<file path="src/rtl/secg_pkg.sv">
package secg_pkg;

    localparam int BYTE_W = 8;
    localparam int OP_W   = 4;

    localparam logic [BYTE_W-1:0] LVL_OPEN   = 8'hFF;
    localparam logic [BYTE_W-1:0] LVL_WPROT  = 8'hFE;
    localparam logic [BYTE_W-1:0] LVL_LOCKED = 8'hFC;

    localparam logic [BYTE_W-1:0] BSTAT_DEFAULT = 8'hFF;
    localparam logic [BYTE_W-1:0] BVEC_DEFAULT  = 8'hFC;

    localparam logic [BYTE_W-1:0] CODE_NONE    = 8'h00;
    localparam logic [BYTE_W-1:0] CODE_WR_DENY = 8'h50;
    localparam logic [BYTE_W-1:0] CODE_RD_DENY = 8'h4C;

    typedef enum logic [OP_W-1:0] {
        OP_MEM_RD     = 4'd0,
        OP_MEM_WR     = 4'd1,
        OP_CFG_RD     = 4'd2,
        OP_CFG_WR     = 4'd3,
        OP_LVL_WR     = 4'd4,
        OP_BLK_ERASE  = 4'd5,
        OP_FULL_ERASE = 4'd6,
        OP_BLANK_CHK  = 4'd7,
        OP_ID_RD      = 4'd8
    } op_e;

    typedef struct packed {
        logic              grant;
        logic              deny;
        logic [BYTE_W-1:0] code;
    } verdict_t;

    typedef struct packed {
        logic              set_level;
        logic              wipe;
        logic              cfg_wr;
        logic              cfg_sel;
        logic [BYTE_W-1:0] value;
    } update_t;

    // Rank of a level encoding: 0 open, 1 write-protected, 2 locked, 3 invalid
    function automatic logic [1:0] lvl_rank(input logic [BYTE_W-1:0] v);
        case (v)
            LVL_OPEN:   return 2'd0;
            LVL_WPROT:  return 2'd1;
            LVL_LOCKED: return 2'd2;
            default:    return 2'd3;
        endcase
    endfunction

    function automatic logic is_level(input logic [BYTE_W-1:0] v);
        return lvl_rank(v) != 2'd3;
    endfunction

endpackage

</file>
<file path="src/rtl/secg_policy.sv">
module secg_policy
    import secg_pkg::*;
(
    input  logic              valid,
    input  logic [OP_W-1:0]   op,
    input  logic [BYTE_W-1:0] data,
    input  logic [BYTE_W-1:0] level,
    output verdict_t          verdict
);
    logic              allow;
    logic [BYTE_W-1:0] refuse_code;
    logic              is_open;
    logic              is_locked;
    logic              raise_ok;

    assign is_open   = (level == LVL_OPEN);
    assign is_locked = (level == LVL_LOCKED);
    assign raise_ok  = is_level(data) && (data != LVL_OPEN) &&
                       (lvl_rank(data) > lvl_rank(level));

    always_comb begin
        allow       = 1'b0;
        refuse_code = CODE_WR_DENY;
        case (op_e'(op))
            OP_MEM_RD, OP_CFG_RD: begin
                allow       = !is_locked;
                refuse_code = CODE_RD_DENY;
            end
            OP_MEM_WR, OP_CFG_WR, OP_BLK_ERASE: begin
                allow = is_open;
            end
            OP_LVL_WR: begin
                allow = raise_ok;
            end
            OP_FULL_ERASE, OP_BLANK_CHK, OP_ID_RD: begin
                allow = 1'b1;
            end
            default: begin
                allow = 1'b0;
            end
        endcase
    end

    always_comb begin
        verdict.grant = valid && allow;
        verdict.deny  = valid && !allow;
        verdict.code  = (valid && !allow) ? refuse_code : CODE_NONE;
    end

endmodule

</file>
<file path="src/rtl/secg_update.sv">
module secg_update
    import secg_pkg::*;
(
    input  logic              granted,
    input  logic [OP_W-1:0]   op,
    input  logic              sel,
    input  logic [BYTE_W-1:0] data,
    output update_t           upd
);
    always_comb begin
        upd.set_level = granted && (op == OP_LVL_WR);
        upd.wipe      = granted && (op == OP_FULL_ERASE);
        upd.cfg_wr    = granted && (op == OP_CFG_WR);
        upd.cfg_sel   = sel;
        upd.value     = data;
    end
endmodule

</file>
<file path="src/rtl/secg_state.sv">
module secg_state
    import secg_pkg::*;
(
    input  logic              clk,
    input  logic              rst,
    input  update_t           upd,
    output logic [BYTE_W-1:0] level,
    output logic [BYTE_W-1:0] bstat,
    output logic [BYTE_W-1:0] bvec
);
    localparam int N_CFG = 2;

    logic [BYTE_W-1:0] cfg_q [N_CFG];
    logic              armed;

    always_ff @(posedge clk) begin
        if (rst) begin
            level <= LVL_OPEN;
        end else if (upd.wipe) begin
            level <= LVL_OPEN;
        end else if (upd.set_level) begin
            level <= upd.value;
        end
    end

    for (genvar i = 0; i < N_CFG; i++) begin : g_cfg
        localparam logic [BYTE_W-1:0] DEF = (i == 0) ? BSTAT_DEFAULT : BVEC_DEFAULT;
        always_ff @(posedge clk) begin
            if (rst || upd.wipe) begin
                cfg_q[i] <= DEF;
            end else if (upd.cfg_wr && (int'(upd.cfg_sel) == i)) begin
                cfg_q[i] <= upd.value;
            end
        end
    end

    assign bstat = cfg_q[0];
    assign bvec  = cfg_q[1];

    always_ff @(posedge clk) begin
        if (rst) armed <= 1'b0;
        else     armed <= 1'b1;
    end

    AST_LEVEL_ENCODED: assert property (@(posedge clk) disable iff (rst || !armed)
        is_level(level)) else $error("level left the valid encodings");

    AST_LEVEL_ONLY_RISES: assert property (@(posedge clk) disable iff (rst || !armed)
        (level != $past(level)) && !$past(upd.wipe) |->
            lvl_rank(level) > lvl_rank($past(level))) else $error("level lowered");

    AST_WIPE_DEFAULTS: assert property (@(posedge clk) disable iff (rst)
        upd.wipe |=> (level == LVL_OPEN) && (bstat == BSTAT_DEFAULT) && (bvec == BVEC_DEFAULT))
        else $error("erase defaults missing");

    AST_CFG_HOLD: assert property (@(posedge clk) disable iff (rst || !armed)
        !$past(upd.cfg_wr) && !$past(upd.wipe) |-> $stable(bstat) && $stable(bvec))
        else $error("config byte changed without grant");

endmodule

</file>
<file path="src/rtl/sec_gate_ctrl.sv">
module sec_gate_ctrl
    import secg_pkg::*;
(
    input  logic        clk,
    input  logic        rst,
    input  logic        req_valid,
    input  logic [3:0]  req_op,
    input  logic        req_sel,
    input  logic [7:0]  req_data,
    output logic        rsp_grant,
    output logic        rsp_deny,
    output logic [7:0]  rsp_code,
    output logic [7:0]  sec_level,
    output logic [7:0]  boot_status,
    output logic [7:0]  boot_vector
);
    verdict_t verdict;
    update_t  upd;

    secg_policy u_policy (
        .valid   (req_valid),
        .op      (req_op),
        .data    (req_data),
        .level   (sec_level),
        .verdict (verdict)
    );

    secg_update u_update (
        .granted (verdict.grant),
        .op      (req_op),
        .sel     (req_sel),
        .data    (req_data),
        .upd     (upd)
    );

    secg_state u_state (
        .clk   (clk),
        .rst   (rst),
        .upd   (upd),
        .level (sec_level),
        .bstat (boot_status),
        .bvec  (boot_vector)
    );

    assign rsp_grant = verdict.grant;
    assign rsp_deny  = verdict.deny;
    assign rsp_code  = verdict.code;

    AST_ONE_ANSWER: assert property (@(posedge clk) disable iff (rst)
        req_valid |-> (rsp_grant ^ rsp_deny)) else $error("not exactly one answer");

    AST_IDLE_QUIET: assert property (@(posedge clk) disable iff (rst)
        !req_valid |-> !rsp_grant && !rsp_deny && (rsp_code == CODE_NONE))
        else $error("answer without request");

    AST_DENY_CODE: assert property (@(posedge clk) disable iff (rst)
        rsp_deny |-> (rsp_code == CODE_WR_DENY) || (rsp_code == CODE_RD_DENY))
        else $error("bad refusal code");

    AST_LOCKED_NO_READ: assert property (@(posedge clk) disable iff (rst)
        req_valid && (sec_level == LVL_LOCKED) && (req_op == OP_MEM_RD) |->
            rsp_deny && (rsp_code == CODE_RD_DENY)) else $error("read leaked at lock");

    AST_ALWAYS_ERASE: assert property (@(posedge clk) disable iff (rst)
        req_valid && ((req_op == OP_FULL_ERASE) || (req_op == OP_BLANK_CHK) || (req_op == OP_ID_RD))
            |-> rsp_grant) else $error("always-allowed op refused");

    AST_UNKNOWN_OP: assert property (@(posedge clk) disable iff (rst)
        req_valid && (req_op > 4'd8) |-> rsp_deny && (rsp_code == CODE_WR_DENY))
        else $error("unknown op not refused");

endmodule

</file>
<file path="config.mk">
export PLATFORM = sky130hd
export DESIGN_NAME = sec_gate_ctrl
export DESIGN_NICKNAME = d
export VERILOG_FILES = /design/src/rtl/secg_pkg.sv /design/src/rtl/secg_policy.sv /design/src/rtl/secg_update.sv /design/src/rtl/secg_state.sv /design/src/rtl/sec_gate_ctrl.sv
export SDC_FILE = /design/constraint.sdc
export NUM_CORES = 1
export LEC_CHECK = 0
export ABC_AREA = 1
export BUFFER_PORTS_ARGS = -buffer_cell sky130_fd_sc_hd__buf_2
export CAP_MARGIN = 20
export CORE_AREA = 8 8 80 54
export CTS_CLUSTER_DIAMETER = 100
export DETAILED_ROUTE_END_ITERATION = 10
export DIE_AREA = 0 0 88 62
export PLACE_DENSITY = 0.77
export SLEW_MARGIN = 20
export SYNTH_ARGS = -nofsm -noshare
export SYNTH_HDL_FRONTEND = slang
export SYNTH_HIERARCHICAL = 1
export SYNTH_SLANG_ARGS = --single-unit
</file>
<file path="constraint.sdc">
create_clock -name clk -period 3.3 [get_ports clk]
set_clock_uncertainty 0.15 [all_clocks]
set_input_delay 0.33 -clock clk [delete_from_list [all_inputs] [get_ports clk]]
set_output_delay 0.33 -clock clk [all_outputs]
set_load 0.005 [all_outputs]
</file>
Yosys cells after proc, flatten, opt, wreduce, memory -nomap -nowiden
Memories as Yosys holds them, arrays and structs flattened.
Index checks and enable logic that the tools add are counted.
Widths: inputs -> output; s select.
- register bits: 8
- logic and storage cells: 54
- output and inout bits: 34
- memories: 1
- bits in writable memories: 16
- latch bits: 0
- ROM bits: 0
- mux-type cells: 15
- $add $sub $neg: 0
- eq/ne operators: 16
- bitwise gates (word level): 3
- $mul: 0
- reductions and logical operators: 17
- div/mod/pow operators: 0
- $lt $le $gt $ge: 1
- shift operators: 0
- memory list (name ; words ; bits a word ; rd ports ; clocked after memory_dff ; wr ports ; line ; RTL):
    u_state.cfg_q ; 2 ; 8 ; 2 ; 0 ; 2 ; secg_state.sv:13 ; logic [BYTE_W-1:0] cfg_q [N_CFG];
- operator list (kind ; number):
    $eq 8x8->1 const B ; 6
    $eq 4x3->1 const B ; 4
    $mux 8 ; 2
    $pmux 2 s3 ; 2
    $logic_and 1x1->1 ; 9
    $eq 4x2->1 const B ; 2
    $mux 1 ; 8
    $ne 8x8->1 const B ; 1
    $mux 7 ; 1
    $reduce_or 3->1 ; 2
    $mux 5 ; 1
    $eq 4x1->1 const B ; 1
    $eq 4x4->1 const B ; 1
    $logic_not 4->1 ; 1
    $pmux 1 s4 ; 1
    $reduce_or 2->1 ; 2
    $gt 2x2->1 ; 1
    $logic_not 1->1 ; 2
    $ne 2x2->1 const B ; 1
    $or 1x1->1 ; 2
    $logic_or 1x1->1 ; 1
    $not 1->1 ; 1

Depth between registers and ports, before layout
- depth after elaboration: 13
- gate-level depth with buffers: 17
- mapped depth without buffers: 17

By module
Netlist, hierarchy kept.
- modules (own cells, without submodules) (module ; instances ; cells each ; area each (µm²) ; seq. area each (µm²)):
    secg_state ; 1 ; 87 ; 994.7 ; 640.6
    secg_policy ; 1 ; 73 ; 372.9 ; 0.0
    secg_update ; 1 ; 21 ; 113.9 ; 0.0

Worst setup path before layout
Ideal clock, no wire load.
- path type: input to register
- start point: input req_data[3]
- end point: memory u_state.cfg_q[0][0], enable pin
- setup slack: 0.179 ns
- cell stages on the path: 12
- arrival time: 2.587 ns
- buffers on the path: 0
- cell sequence: nand2_1 > nor2_1 > o21ai_0 > a21boi_0 > ha_1 > a22oi_1 > nand3_2 > a31oi_2 > nand2_1 > nor2_1 > inv_1 > o21ai_0
- RTL lines (what ; line ; RTL):
    from (decl) ; sec_gate_ctrl.sv:9 ; input logic [7:0] req_data,
    to (decl) ; secg_state.sv:13 ;

==> run_results.csv <==
group,metric,value,unit
routing,num_vias,1144,
routing,wl_per_cell,11.51,microns
routing,drtIter0Drc,38,
clock_tree,path_clk_slew,0.08,ns
run,drv_cap,0,
clock_tree,cts_buffer_depth,2,
finish,drive_gt1_share,33.33,%
worst_setup_path,cpPeakStageDelay,0.39,ns
synth,yosysSeqAreaShare,43.24,%
worst_setup_path,critPathBufInv,0,
synth,synth.distinct_cells,28,
clock_tree,ctsResizeCount,0,
die,core,0.003103,sq mm
routing,firstDrtPassIters,4,
routing,drc,0,
clock_tree,cts_hold_buf,0,
hold_path,min_from,"req_data[7]",
worst_setup_path,crit_required,3.09,ns
clock_tree,cts_buffers,3,
die,dieArea,0.005456,sq mm
worst_setup_path,reg2regPathDepth,12,
finish,syn2layout_area_growth,16.81,%
die,dieWidth,88,microns
power,power_leakage,0.0007668,uW
global_routing,overflow,0,
sta,fin_crit,2.917,ns
die,fp.dieH,62,microns
synth,syn_inst,181,
routing,drt-vias-per-instance,4.333,
die,rows,16,
global_routing,grt_pass1_vias,1079,
worst_setup_path,cp_slowest_cell,"dfxtp_1",
power,finalPower,651.8,uW
synth,netlist_area,0.001481,sq mm
finish,fillers,290,
die,ios,50,
worst_setup_path,cp_common_cell,"nand2_1",
routing,final_antenna_net_count,0,
sta,hold_viol_final,0,
clock_tree,htree_num_levels,1,
clock_tree,clock_latency,0.26,ns
clock_tree,cts.sinks,24,
worst_setup_path,cp-start-kind,"flip-flop",
finish,postLayoutCoreUtil,55.77,%
sta,fin_tns_setup,0,ns
clock_tree,postCtsSetupBuffers,0,
worst_setup_path,crit_chain,"nand2_1 > nor2_2 > and2_1 > a31oi_1 > ha_1 > a22oi_1 > nand3_2 > a31oi_2 > nand2_1 > nor2_1 > nor2_8 > nand2_1",
sta,slew_viol_final,0,
worst_setup_path,reg2reg_from,"u_state/level[7]",
run_status,status,"finished, final reports clean",
sta,fmax,342.8,MHz
power,vdd_drop_max,185.1,uV
sta,min_period_over_period,88.40,%
worst_setup_path,crit_family,"simple AND/OR/NAND/NOR gates",
clock_tree,root_buffer,"clkbuf_8",
finish,diodes,0,
place,hpwl,2581,microns
synth,ys_ff_latch,24,
global_routing,grt_pass1_wl,4754,microns
synth,avgSynthCellArea,8.185,sq um
worst_setup_path,critPathArrivalTime,2.70,ns
global_routing,grt.total_usage,11.35,%
finish,stdcell_area,0.001730,sq mm
synth,yosys_warnings,6,
sta,rsz0062_at_grt,"false",
global_routing,grt_max_degree,18,
worst_setup_path,rrSetupSlack,0.38,ns
hold_path,hold_path.class,"in -> reg",
sta,setup_viol,0,
clock_tree,cts_tree,"done",
finish,final_nets,238,
power,power.density,376.7,mW/mm^2
global_routing,antenna_found_initial,0,
routing,drt-total-wl,3039,microns
place,place_congestion,0.7946,
worst_setup_path,end_kind,"flip-flop",
worst_setup_path,r2r-end,"u_state/cfg_q[1][4]",
worst_setup_path,path_max_fanout,8,
place,portBuffers,45,
worst_setup_path,path_class,"reg -> reg",
hold_path,hold_path_depth,3,
place,place_area,0.001659,sq mm
die,start_util,47.74,%
hold_path,holdPathEnd,"u_state/level[7]",
-- worst max path at each step --
stage	start	endpoint	slack (ns)	cells past startpoint
6_report	u_state/level[7]	u_state/cfg_q[1][4]	0.38	12
3_3_place_gp	req_data[0]	u_state/cfg_q[1][5]	0.25	14
4_1_cts	u_state/level[4]	u_state/cfg_q[1][6]	0.38	12
3_5_place_dp	req_data[3]	u_state/cfg_q[1][6]	0.09	13
2_1_floorplan	req_data[3]	u_state/cfg_q[0][0]	0.18	12
5_1_grt	req_data[3]	u_state/cfg_q[1][4]	0.14	13
-- report_power, final --
group	leakage [uW]	switching [uW]	internal (uW)
Clock	0.0000357	88.2	162
Sequential	0.000181	1.45	322
Combinational	0.000550	49.7	28.8
-- worst register-to-register path, cell delays in order (launching register included) --
cell	delay (ns)
dfxtp_1	0.39
nand2_1	0.08
nor2_2	0.14
and2_1	0.16
a31oi_1	0.05
ha_1	0.28
a22oi_1	0.20
nand3_2	0.13
a31oi_2	0.26
nand2_1	0.08
nor2_1	0.32
nor2_8	0.07
nand2_1	0.28
-- synth_stat cells, drive strengths merged --
cell / number / area (sq um)
dfxtp: 8 / 160.2
and2: 1 / 6.260
conb: 1 / 3.750
inv: 29 / 108.9
and3: 1 / 6.260
o21ai: 2 / 10.01
buf: 17 / 137.6
a22oi: 1 / 7.510
edfxtp: 16 / 480.5
nor3: 2 / 10.01
or2: 1 / 6.260
nand3: 20 / 150.1
a21oi: 1 / 5.000
nor2: 23 / 127.6
a21boi: 1 / 7.510
a31oi: 2 / 18.77
nand4: 1 / 12.51
ha: 2 / 25.02
nand2: 52 / 197.7
-- layer usage --
| layer | part of all wire, % | track usage, % | vias to the layer above |
|---|---|---|---|
| met3 | 8.0 | 4.724 | 4 |
| li1 | - | - | 627 |
| met2 | 42 | 17.06 | 33 |
| met5 | 0 | 0 | - |
| met1 | 50 | 14.68 | 480 |
| met4 | 0.63 | 2.913 | 0 |
-- state kept, by name, summed over array words and instances, names as in the netlist --
| name | count |
|---|---|
| u_state/level | 8 |
| u_state/cfg_q | 16 |
-- through the flow --
step	cells	worst slack (ns)	hold WS [ns]
6_report	264	0.3829	0.1555
5_1_grt	264	0.1363	0.1700
4_1_cts	264	0.3774	0.1555
3_5_place_dp	260	0.09304	0.3344
3_3_place_gp	260	0.2509	0.3345
2_1_floorplan	184	0.1787	0.3311
-- cell families after synthesis --
| kind of cell | after synthesis | share of synthesized area, % |
|---|---|---|
| AND/OR/NAND/NOR | 101 | 34.88 |
| other | 1 | 0.2531 |
| AO/OA/AOI/OAI | 7 | 3.294 |
| adder cells (fa/ha/maj) | 2 | 1.689 |
| buffers and inverters | 46 | 16.64 |
| flip-flops | 24 | 43.24 |
-- cell type report --
type / count / area (sq um) / area share (%)
well taps: 45 / 56.30 / 3.254
multi-input cells: 114 / 605.6 / 35.00
clock buffers: 3 / 41.29 / 2.386
repair buffers: 48 / 247.7 / 14.32
clock inverters: 1 / 30.03 / 1.735
flip-flops and latches: 24 / 640.6 / 37.02
inverters: 29 / 108.9 / 6.291
-- cell usage in the layout, fill, tap and decap left out, types with 3 or more instances in the layout --
| cell | n |
|---|---|
| nand2_1 | 51 |
| edfxtp_1 | 16 |
| clkbuf_8 | 3 |
| buf_4 | 3 |
| nor2_1 | 16 |
| inv_1 | 28 |
| dfxtp_1 | 8 |
| conb_1 | 4 |
| nor2_2 | 4 |
| buf_2 | 45 |
| nand3_1 | 10 |
| nand3_2 | 10 |
Note: power is estimated with default switching activity, not from simulation.
